### src/rtl/rcs_pkg.sv
package rcs_pkg;

  localparam int NFLAG    = 3;
  localparam int FLG_WDF  = 0;
  localparam int FLG_ERF  = 1;
  localparam int FLG_POF  = 2;

  localparam int HOLD_BIT = 3;
  localparam int MIN_DW   = 6;

  function automatic int flag_bit(input int idx);
    case (idx)
      FLG_WDF: flag_bit = 2;
      FLG_ERF: flag_bit = 4;
      default: flag_bit = 5;
    endcase
  endfunction

endpackage

### src/rtl/rcs_sticky_bit.sv
module rcs_sticky_bit (
  input  logic clk,
  input  logic rst_n,
  input  logic set_i,
  input  logic clr_i,
  output logic q_o
);

  logic q_en;
  logic q_nxt;

  // set outranks any clear in the same cycle
  always_comb begin
    q_en  = set_i | clr_i;
    q_nxt = set_i;
  end

  always_ff @(posedge clk or negedge rst_n) begin
    if (!rst_n) begin
      q_o <= 1'b0;
    end else if (q_en) begin
      q_o <= q_nxt;
    end
  end

endmodule

### src/rtl/rcs_flag_bank.sv
module rcs_flag_bank
  import rcs_pkg::*;
(
  input  logic             clk,
  input  logic             por_rst_n,
  input  logic [NFLAG-1:0] set_evt,
  input  logic [NFLAG-1:0] auto_clr,
  input  logic [NFLAG-1:0] bus_clr,
  output logic [NFLAG-1:0] flag_q
);

  logic [NFLAG-1:0] clr_any;

  always_comb begin
    clr_any = auto_clr | bus_clr;
  end

  for (genvar g = 0; g < NFLAG; g++) begin : g_flag
    rcs_sticky_bit u_bit (
      .clk   (clk),
      .rst_n (por_rst_n),
      .set_i (set_evt[g]),
      .clr_i (clr_any[g]),
      .q_o   (flag_q[g])
    );
  end

endmodule

### src/rtl/rcs_hold_ctl.sv
module rcs_hold_ctl (
  input  logic clk,
  input  logic rst_n,
  input  logic wr_i,
  input  logic val_i,
  output logic hold_o
);

  logic hold_en;
  logic hold_nxt;

  always_comb begin
    hold_en  = wr_i;
    hold_nxt = val_i;
  end

  always_ff @(posedge clk or negedge rst_n) begin
    if (!rst_n) begin
      hold_o <= 1'b0;
    end else if (hold_en) begin
      hold_o <= hold_nxt;
    end
  end

endmodule

### src/rtl/rcs_bus_if.sv
module rcs_bus_if
  import rcs_pkg::*;
#(
  parameter int               ADDR_W  = 8,
  parameter int               DATA_W  = 16,
  parameter logic [ADDR_W-1:0] REG_OFS = 8'h18
) (
  input  logic              clk,
  input  logic              rst_n,
  input  logic              bus_sel,
  input  logic              bus_wr,
  input  logic [ADDR_W-1:0] bus_addr,
  input  logic [DATA_W-1:0] bus_wdata,
  input  logic [NFLAG-1:0]  flags_i,
  input  logic              hold_i,
  output logic              wr_hit_o,
  output logic [NFLAG-1:0]  clr_o,
  output logic              hold_val_o,
  output logic [DATA_W-1:0] rdata_o
);

  localparam logic [DATA_W-1:0] USED_MASK =
    DATA_W'((1 << 5) | (1 << 4) | (1 << HOLD_BIT) | (1 << 2));

  logic              addr_hit;
  logic              rd_acc;
  logic [DATA_W-1:0] reg_view;
  logic [DATA_W-1:0] rd_nxt;
  logic              unused_wbits;

  always_comb begin
    addr_hit   = (bus_addr == REG_OFS);
    wr_hit_o   = bus_sel & bus_wr & addr_hit;
    rd_acc     = bus_sel & ~bus_wr;
    hold_val_o = bus_wdata[HOLD_BIT];
    for (int i = 0; i < NFLAG; i++) begin
      clr_o[i] = wr_hit_o & ~bus_wdata[flag_bit(i)];
    end
  end

  always_comb begin
    reg_view = '0;
    for (int i = 0; i < NFLAG; i++) begin
      reg_view[flag_bit(i)] = flags_i[i];
    end
    reg_view[HOLD_BIT] = hold_i;
    rd_nxt = addr_hit ? (reg_view & USED_MASK) : '0;
  end

  assign unused_wbits = ^(bus_wdata & ~USED_MASK);

  always_ff @(posedge clk or negedge rst_n) begin
    if (!rst_n) begin
      rdata_o <= '0;
    end else if (rd_acc) begin
      rdata_o <= rd_nxt;
    end
  end

endmodule

### src/rtl/rcs_reset_cause.sv
module rcs_reset_cause
  import rcs_pkg::*;
#(
  parameter int                ADDR_W  = 8,
  parameter int                DATA_W  = 16,
  parameter logic [ADDR_W-1:0] REG_OFS = 8'h18
) (
  input  logic              clk,
  input  logic              por_rst_n,
  input  logic              blk_rst_n,
  input  logic              bus_sel,
  input  logic              bus_wr,
  input  logic [ADDR_W-1:0] bus_addr,
  input  logic [DATA_W-1:0] bus_wdata,
  output logic [DATA_W-1:0] bus_rdata,
  input  logic              por_evt,
  input  logic              ext_evt,
  input  logic              wdt_evt,
  output logic              cpu_hold_rst
);

  logic              blk_rst_all_n;
  logic [NFLAG-1:0]  set_evt;
  logic [NFLAG-1:0]  auto_clr;
  logic [NFLAG-1:0]  bus_clr;
  logic [NFLAG-1:0]  flag_q;
  logic              wr_hit;
  logic              hold_val;
  logic              hold_q;

  if (DATA_W < MIN_DW) begin : g_bad_width
    initial $error("DATA_W too small for the flag layout");
  end

  always_comb begin
    blk_rst_all_n     = por_rst_n & blk_rst_n;
    set_evt           = '0;
    set_evt[FLG_POF]  = por_evt;
    set_evt[FLG_ERF]  = por_evt | ext_evt;
    set_evt[FLG_WDF]  = wdt_evt;
    auto_clr          = '0;
    auto_clr[FLG_WDF] = por_evt | ext_evt;
  end

  rcs_bus_if #(
    .ADDR_W  (ADDR_W),
    .DATA_W  (DATA_W),
    .REG_OFS (REG_OFS)
  ) u_bus (
    .clk        (clk),
    .rst_n      (blk_rst_all_n),
    .bus_sel    (bus_sel),
    .bus_wr     (bus_wr),
    .bus_addr   (bus_addr),
    .bus_wdata  (bus_wdata),
    .flags_i    (flag_q),
    .hold_i     (hold_q),
    .wr_hit_o   (wr_hit),
    .clr_o      (bus_clr),
    .hold_val_o (hold_val),
    .rdata_o    (bus_rdata)
  );

  rcs_flag_bank u_flags (
    .clk       (clk),
    .por_rst_n (por_rst_n),
    .set_evt   (set_evt),
    .auto_clr  (auto_clr),
    .bus_clr   (bus_clr),
    .flag_q    (flag_q)
  );

  rcs_hold_ctl u_hold (
    .clk    (clk),
    .rst_n  (blk_rst_all_n),
    .wr_i   (wr_hit),
    .val_i  (hold_val),
    .hold_o (hold_q)
  );

  assign cpu_hold_rst = hold_q;

endmodule

### config.mk
export PLATFORM = sky130hd
export DESIGN_NAME = rcs_reset_cause
export DESIGN_NICKNAME = d
export VERILOG_FILES = /design/src/rtl/rcs_pkg.sv /design/src/rtl/rcs_sticky_bit.sv /design/src/rtl/rcs_flag_bank.sv /design/src/rtl/rcs_hold_ctl.sv /design/src/rtl/rcs_bus_if.sv /design/src/rtl/rcs_reset_cause.sv
export SDC_FILE = /design/constraint.sdc
export NUM_CORES = 1
export LEC_CHECK = 0
export BUFFER_PORTS_ARGS = -buffer_cell sky130_fd_sc_hd__buf_2
export CORE_MARGIN = 1
export CORE_UTILIZATION = 32
export DETAILED_ROUTE_END_ITERATION = 7
export GPL_TIMING_DRIVEN = 0
export PLACE_DENSITY = 0.75
export REMOVE_ABC_BUFFERS = 1
export SLEW_MARGIN = 20
export SYNTH_ARGS = -nofsm -noshare
export SYNTH_HDL_FRONTEND = slang
export SYNTH_HIERARCHICAL = 1
export SYNTH_SLANG_ARGS = --single-unit
### constraint.sdc
create_clock -name clk -period 0.8 [get_ports clk]
set_input_delay 0.08 -clock clk [delete_from_list [all_inputs] [get_ports clk]]
set_output_delay 0.08 -clock clk [all_outputs]
set_load 0.005 [all_outputs]
* After elaboration in Yosys (flattened, before gate mapping)
Index checks and enable logic that the tools add are counted.
Word-level totals: flip-flop bits (word level) 20, input bits 32, output and inout port bits 17
Cells by class: eq/ne operators 1, multiplexer cells 1, bitwise logic cells 16
Operator list (number):
- $eq A8 B5 Y1 const B | 1
- $and A1 B1 Y1 | 7
- $mux W6 | 1
- $not A1 Y1 | 4
- $or A1 B1 Y1 | 4
- $or A1 B3 Y3 | 1

* Logic depth before layout (Yosys ltp)
word-level depth 5, gate-level depth with buffers 6, mapped depth without buffers 5

* Cells and area by module
The synthesis kept the hierarchy.
By module, submodules not included:
- rcs_bus_if | times used 1, cells an instance 40, area each 345.3 sq um, seq. area each 100.1 sq um
- rcs_sticky_bit | times used 3, cells an instance 3, area each 36.3 sq um, seq. area each 25.0 sq um
- rcs_hold_ctl | times used 1, cells an instance 2, area each 40.0 sq um, seq. area each 25.0 sq um
- rcs_flag_bank | times used 1, cells an instance 3, area each 18.8 sq um, seq. area each 0.0 sq um
- rcs_reset_cause | times used 1, cells an instance 3, area each 16.3 sq um, seq. area each 0.0 sq um

* Worst setup path after synthesis
No wires, ideal clock.
kind input-to-reg, start point input port bus_addr[7], end point register u_hold.hold_o, setup time 125 ps, arrival 1279 ps, required time 675 ps, setup slack -604 ps, stages on the path 4, buffers on the path 1, cell sequence or4b_1 buf_2 nor3_1 mux2_4
Between the ends: longest elaborated chain between the ends 2
Ends and longest elaborated chain:
- start: declaration | RTL line rcs_reset_cause.sv:13 | input logic [ADDR_W-1:0] bus_addr,
- $eq A8 B5 Y1 | RTL line rcs_bus_if.sv:32 | addr_hit = (bus_addr == REG_OFS);
- $and A1 B1 Y1 | RTL line rcs_bus_if.sv:33 | wr_hit_o = bus_sel & bus_wr & addr_hit;
- named net wr_hit | RTL line rcs_reset_cause.sv:27 | logic wr_hit;
- end signal: assignment | RTL line rcs_hold_ctl.sv:21 | hold_o <= hold_nxt;
- end: declaration | RTL line rcs_hold_ctl.sv:6 | output logic hold_o
The timed path passes the listed nets, and every way through them passes these cells. A chain may end at the register's enable or synchronous reset.

* Worst setup path in the final report
start point input port bus_addr[2], end point register u_flags.g_flag[0].u_bit.q_o
Between the ends: longest elaborated chain between the ends 5
Ends and longest elaborated chain:
- $eq A8 B5 Y1 | RTL line rcs_bus_if.sv:32
- $and A1 B1 Y1 | RTL line rcs_bus_if.sv:33
- $and A1 B1 Y1 | RTL line rcs_bus_if.sv:37 | clr_o[i] = wr_hit_o & ~bus_wdata[flag_bit(i)];
- named net bus_clr[0] | RTL line rcs_reset_cause.sv:25 | logic [NFLAG-1:0] bus_clr;
- $or A1 B3 Y3 | RTL line rcs_flag_bank.sv:15 | clr_any = auto_clr | bus_clr;
- named net u_flags.clr_any[0] | RTL line rcs_flag_bank.sv:12 | logic [NFLAG-1:0] clr_any;
- $or A1 B1 Y1 | RTL line rcs_sticky_bit.sv:14 | q_en = set_i | clr_i;
- end signal: assignment | RTL line rcs_sticky_bit.sv:22 | q_o <= q_nxt;
- end: declaration | RTL line rcs_sticky_bit.sv:6 | output logic q_o
The timed path passes the listed nets, and every way through them passes these cells.

==> impl_metrics.sql <==
INSERT INTO impl_metrics (metric_group, metric, value, unit) VALUES
('cells_and_area', 'area_growth_syn_to_layout', '40.9', '%'),
('clocking', 'cts.path.max_buffers', '2', ''),
('clocking', 'clk_transition_reported_paths', '0.05', 'ns'),
('floorplanning', 'io_pins', '49', ''),
('worst_setup_path', 'critPathRequiredTime', '0.94', 'ns'),
('timing', 'finalWorstSetupSlack', '-0.416', 'ns'),
('floorplanning', 'floorplan.initialDensity', '0.347', ''),
('clocking', 'cts.sinks', '8', ''),
('detailed_routing', 'routed_wirelength', '1000', 'um'),
('run_status', 'failed_checks', 'setup timing', ''),
('yosys', 'netlist.top_cell.by_area', 'dfrtp_1', ''),
('cells_and_area', 'layout.nets', '121', ''),
('detailed_routing', 'antenna_violating_nets_post_route', '0', ''),
('global_routing', 'maximum_number_of_pins_on_one_net_before_global_route_repair', '7', ''),
('worst_setup_path', 'worstPathMaxFanout', '5', ''),
('timing', 'finalClockSkew', '0.000163', 'ns'),
('yosys', 'synth.avg_cell_area', '9.29', 'um2'),
('detailed_routing', 'routed_wire_length_per_instance', '9.74', 'um'),
('clocking', 'ctsHtreeMaxLevel', '1', ''),
('detailed_routing', 'total_number_of_vias', '470', ''),
('min_path', 'hold_path_class', 'input pin to flip-flop', ''),
('global_routing', 'first_pass_grt_wire_length', '1570', 'um'),
('clocking', 'numCtsBuffers', '3', ''),
('place', 'placedInstanceArea', '607', 'um2'),
('floorplanning', 'die_area', '1820', 'um2'),
('yosys', 'synthDistinctLibCells', '16', ''),
('global_routing', 'grt_antenna_before_repair', '0', ''),
('cells_and_area', 'layout_commonest_cell', 'buf_2', ''),
('timing', 'finalHoldViolations', '0', ''),
('global_routing', 'grt_pass1_vias', '411', ''),
('pwr', 'max-vdd-ir-drop', '0.490', 'mV'),
('timing', 'post-route-period-util', '1.52', ''),
('global_routing', 'grtUsageTotal', '0.113', ''),
('pwr', 'total_leakage_power', '0.000382', 'uW'),
('yosys', 'ys_top_cells_by_area', 'dfrtp_1 (38%), buf_4 (18%), o32ai_1 (6.6%)', ''),
('worst_setup_path', 'worst_setup_path_start_kind', 'input pin', ''),
('yosys', 'synth_cells', '57', ''),
('timing', 'final_max_slew_viol_count', '0', ''),
('cells_and_area', 'antennaDiodeCount', '0', ''),
('detailed_routing', 'drt_pre_antenna_iters', '2', ''),
('timing', 'grt_setup_unrepaired', 'true', ''),
('run_status', 'result_of_the_run', 'complete, but fails checks', ''),
('yosys', 'synth-seq-area-share', '0.378', ''),
('cells_and_area', 'mostFrequentLayoutCells', 'buf_2 (23), conb_1 (14), dfrtp_1 (8), inv_1 (7)', ''),
('place', 'dpl_worst_slack', '-0.799', 'ns'),
('detailed_routing', 'detailedRoute.firstIterationViolations', '6', ''),
('timing', 'max_freq', '822', 'MHz'),
('timing', 'finalSetupViolations', '13', ''),
('cells_and_area', 'final_layout_size_suffix_gt1_frac', '0.460', ''),
('place', 'gpl.final_weighted_congestion', '0.723', ''),
('clocking', 'insertion_delay', '0.24', 'ns'),
('place', 'dpl.hpwl', '746', 'um'),
('yosys', 'synthesis.yosys.warnings', '6', ''),
('floorplanning', 'core_region_area', '1520', 'um2'),
('timing', 'period_minus_slack', '1.22', 'ns'),
('floorplanning', 'die_height', '42.7', 'um'),
('worst_setup_path', 'worst-endpoint-arrival', '1.35', 'ns'),
('worst_setup_path', 'critical_path_endpoint_category', 'flip-flop', ''),
('yosys', 'postSynthRegisterBits', '8', ''),
('pwr', 'power_per_cell_area', '1170', 'nW/um2'),
('floorplanning', 'dieWidth', '42.7', 'um'),
('yosys', 'post-synth-top-area-fraction', '0.378', ''),
('yosys', 'cell_area_after_technology_mapping', '529', 'um2'),
('clocking', 'cts_tree', 'yes', ''),
('place', 'place.port_buffers', '24', ''),
('clocking', 'ctsRootBufferMaster', 'clkbuf_4', ''),
('floorplanning', 'rows', '14', ''),
('worst_setup_path', 'critPathKind', 'input pin to flip-flop', ''),
('job', 'drv_cap', '0', ''),
('global_routing', 'grt_overflow', '0', ''),
('detailed_routing', 'drc', '0', ''),
('detailed_routing', 'drt-vias-per-instance', '4.56', ''),
('cells_and_area', 'finalInstanceArea', '746', 'um2');
==> synthesized netlist by cell type <==
| cell type | number |
|---|---|
| conb_1 | 2 |
| a21o_1 | 3 |
| buf_2 | 2 |
| inv_1 | 7 |
| nand3b_1 | 4 |
| nor2b_1 | 1 |
| or4b_1 | 2 |
| or2_1 | 4 |
| mux2_4 | 1 |
| dfrtp_1 | 8 |
| nor4_1 | 3 |
| buf_4 | 13 |
| o32ai_1 | 4 |
| and2_1 | 1 |
| nor3_1 | 1 |
| nand2_1 | 1 |
==> registers in the layout (all words and copies together), names as in the netlist <==
signal / count
u_bus/rdata_o: 4
u_flags/g_flag.u_bit/q_o: 3
u_hold/hold_o: 1
==> metal layers <==
metal	track usage	part of all wire	wire [um]	vias up
met5	0	0	0	-
met4	0.0188	0	0	0
met3	0.0383	0.082	82	0
met2	0.215	0.53	530	28
met1	0.118	0.39	390	216
li1	-	-	-	226
==> timing repair <==
action / 4_1_cts / 5_1_grt
pin swaps: 1 / 1
setup endpoints to repair: 13 / 13
buffers inserted: 3 / 1
endpoints found under the hold margin: 8 / 0
hold buffers: 2 / 0
gates resized for setup: 7 / 4
==> worst max-delay path, cell delays in order <==
cell and delay (ns):
buf_6 0.09, or4b_4 0.58, nor4_2 0.27, or2_1 0.14, inv_1 0.04, a21o_1 0.14
==> layout make-up <==
| type | instances | area, um2 |
|---|---|---|
| tap | 16 | 20.0 |
| sequential | 8 | 200 |
| inverter | 7 | 26.3 |
| timing repair buffer | 30 | 180 |
| multi-input combinational | 39 | 297 |
| clock buffer | 3 | 22.5 |
| fill | 159 | 778 |
==> kinds of logic (layout without fill, tap and decap cells) <==
group           after synthesis  count (layout)  share of synthesized area
simple gates                 17              17                      0.217
mux                           1               1                     0.0284
buf+inv                      22              40                      0.253
flops                         8               8                      0.378
other cells                   2              14                     0.0142
compound gates                7               7                      0.109
==> worst paths after layout <==
| path | start | to | slack [ns] | depth (start not counted) |
|---|---|---|---|---|
| setup / recovery | bus_addr[2] | u_flags/g_flag[0].u_bit/q_o | -0.42 | 6 |
| max in group asynchronous | por_rst_n | u_bus/rdata_o[3] | 0.22 | 3 |
| hold reg to reg | u_flags/g_flag[2].u_bit/q_o | u_flags/g_flag[2].u_bit/q_o | 0.48 | 1 |
| hold / removal | wdt_evt | u_flags/g_flag[0].u_bit/q_o | 0.02 | 2 |
| setup reg to reg | u_hold/hold_o | u_bus/rdata_o[3] | 0.03 | 2 |
| min in group asynchronous | por_rst_n | u_flags/g_flag[1].u_bit/q_o | 0.16 | 2 |
==> where the power goes <==
group	internal [uW]	switching [uW]	total [uW]
clock	171	127	298
combinational	76.6	74.0	151
sequential	416	5.88	422
==> per-stage QoR <==
stage / hold slack (ns) / util / TNS (ns) / cells / power [uW]
2_1_floorplan: -0.216 / - / -3.46 / 54 / 486
3_5_place_dp: -0.116 / 0.398 / -4.97 / 94 / 548
6_report: 0.0150 / 0.489 / -2.61 / 103 / 870
5_1_grt: 0.00572 / 0.489 / -2.94 / 103 / 917
3_3_place_gp: -0.117 / 0.398 / -4.76 / 94 / 545
4_1_cts: 0.00422 / 0.465 / -2.40 / 102 / 879
(Power assumes the default switching activity.)
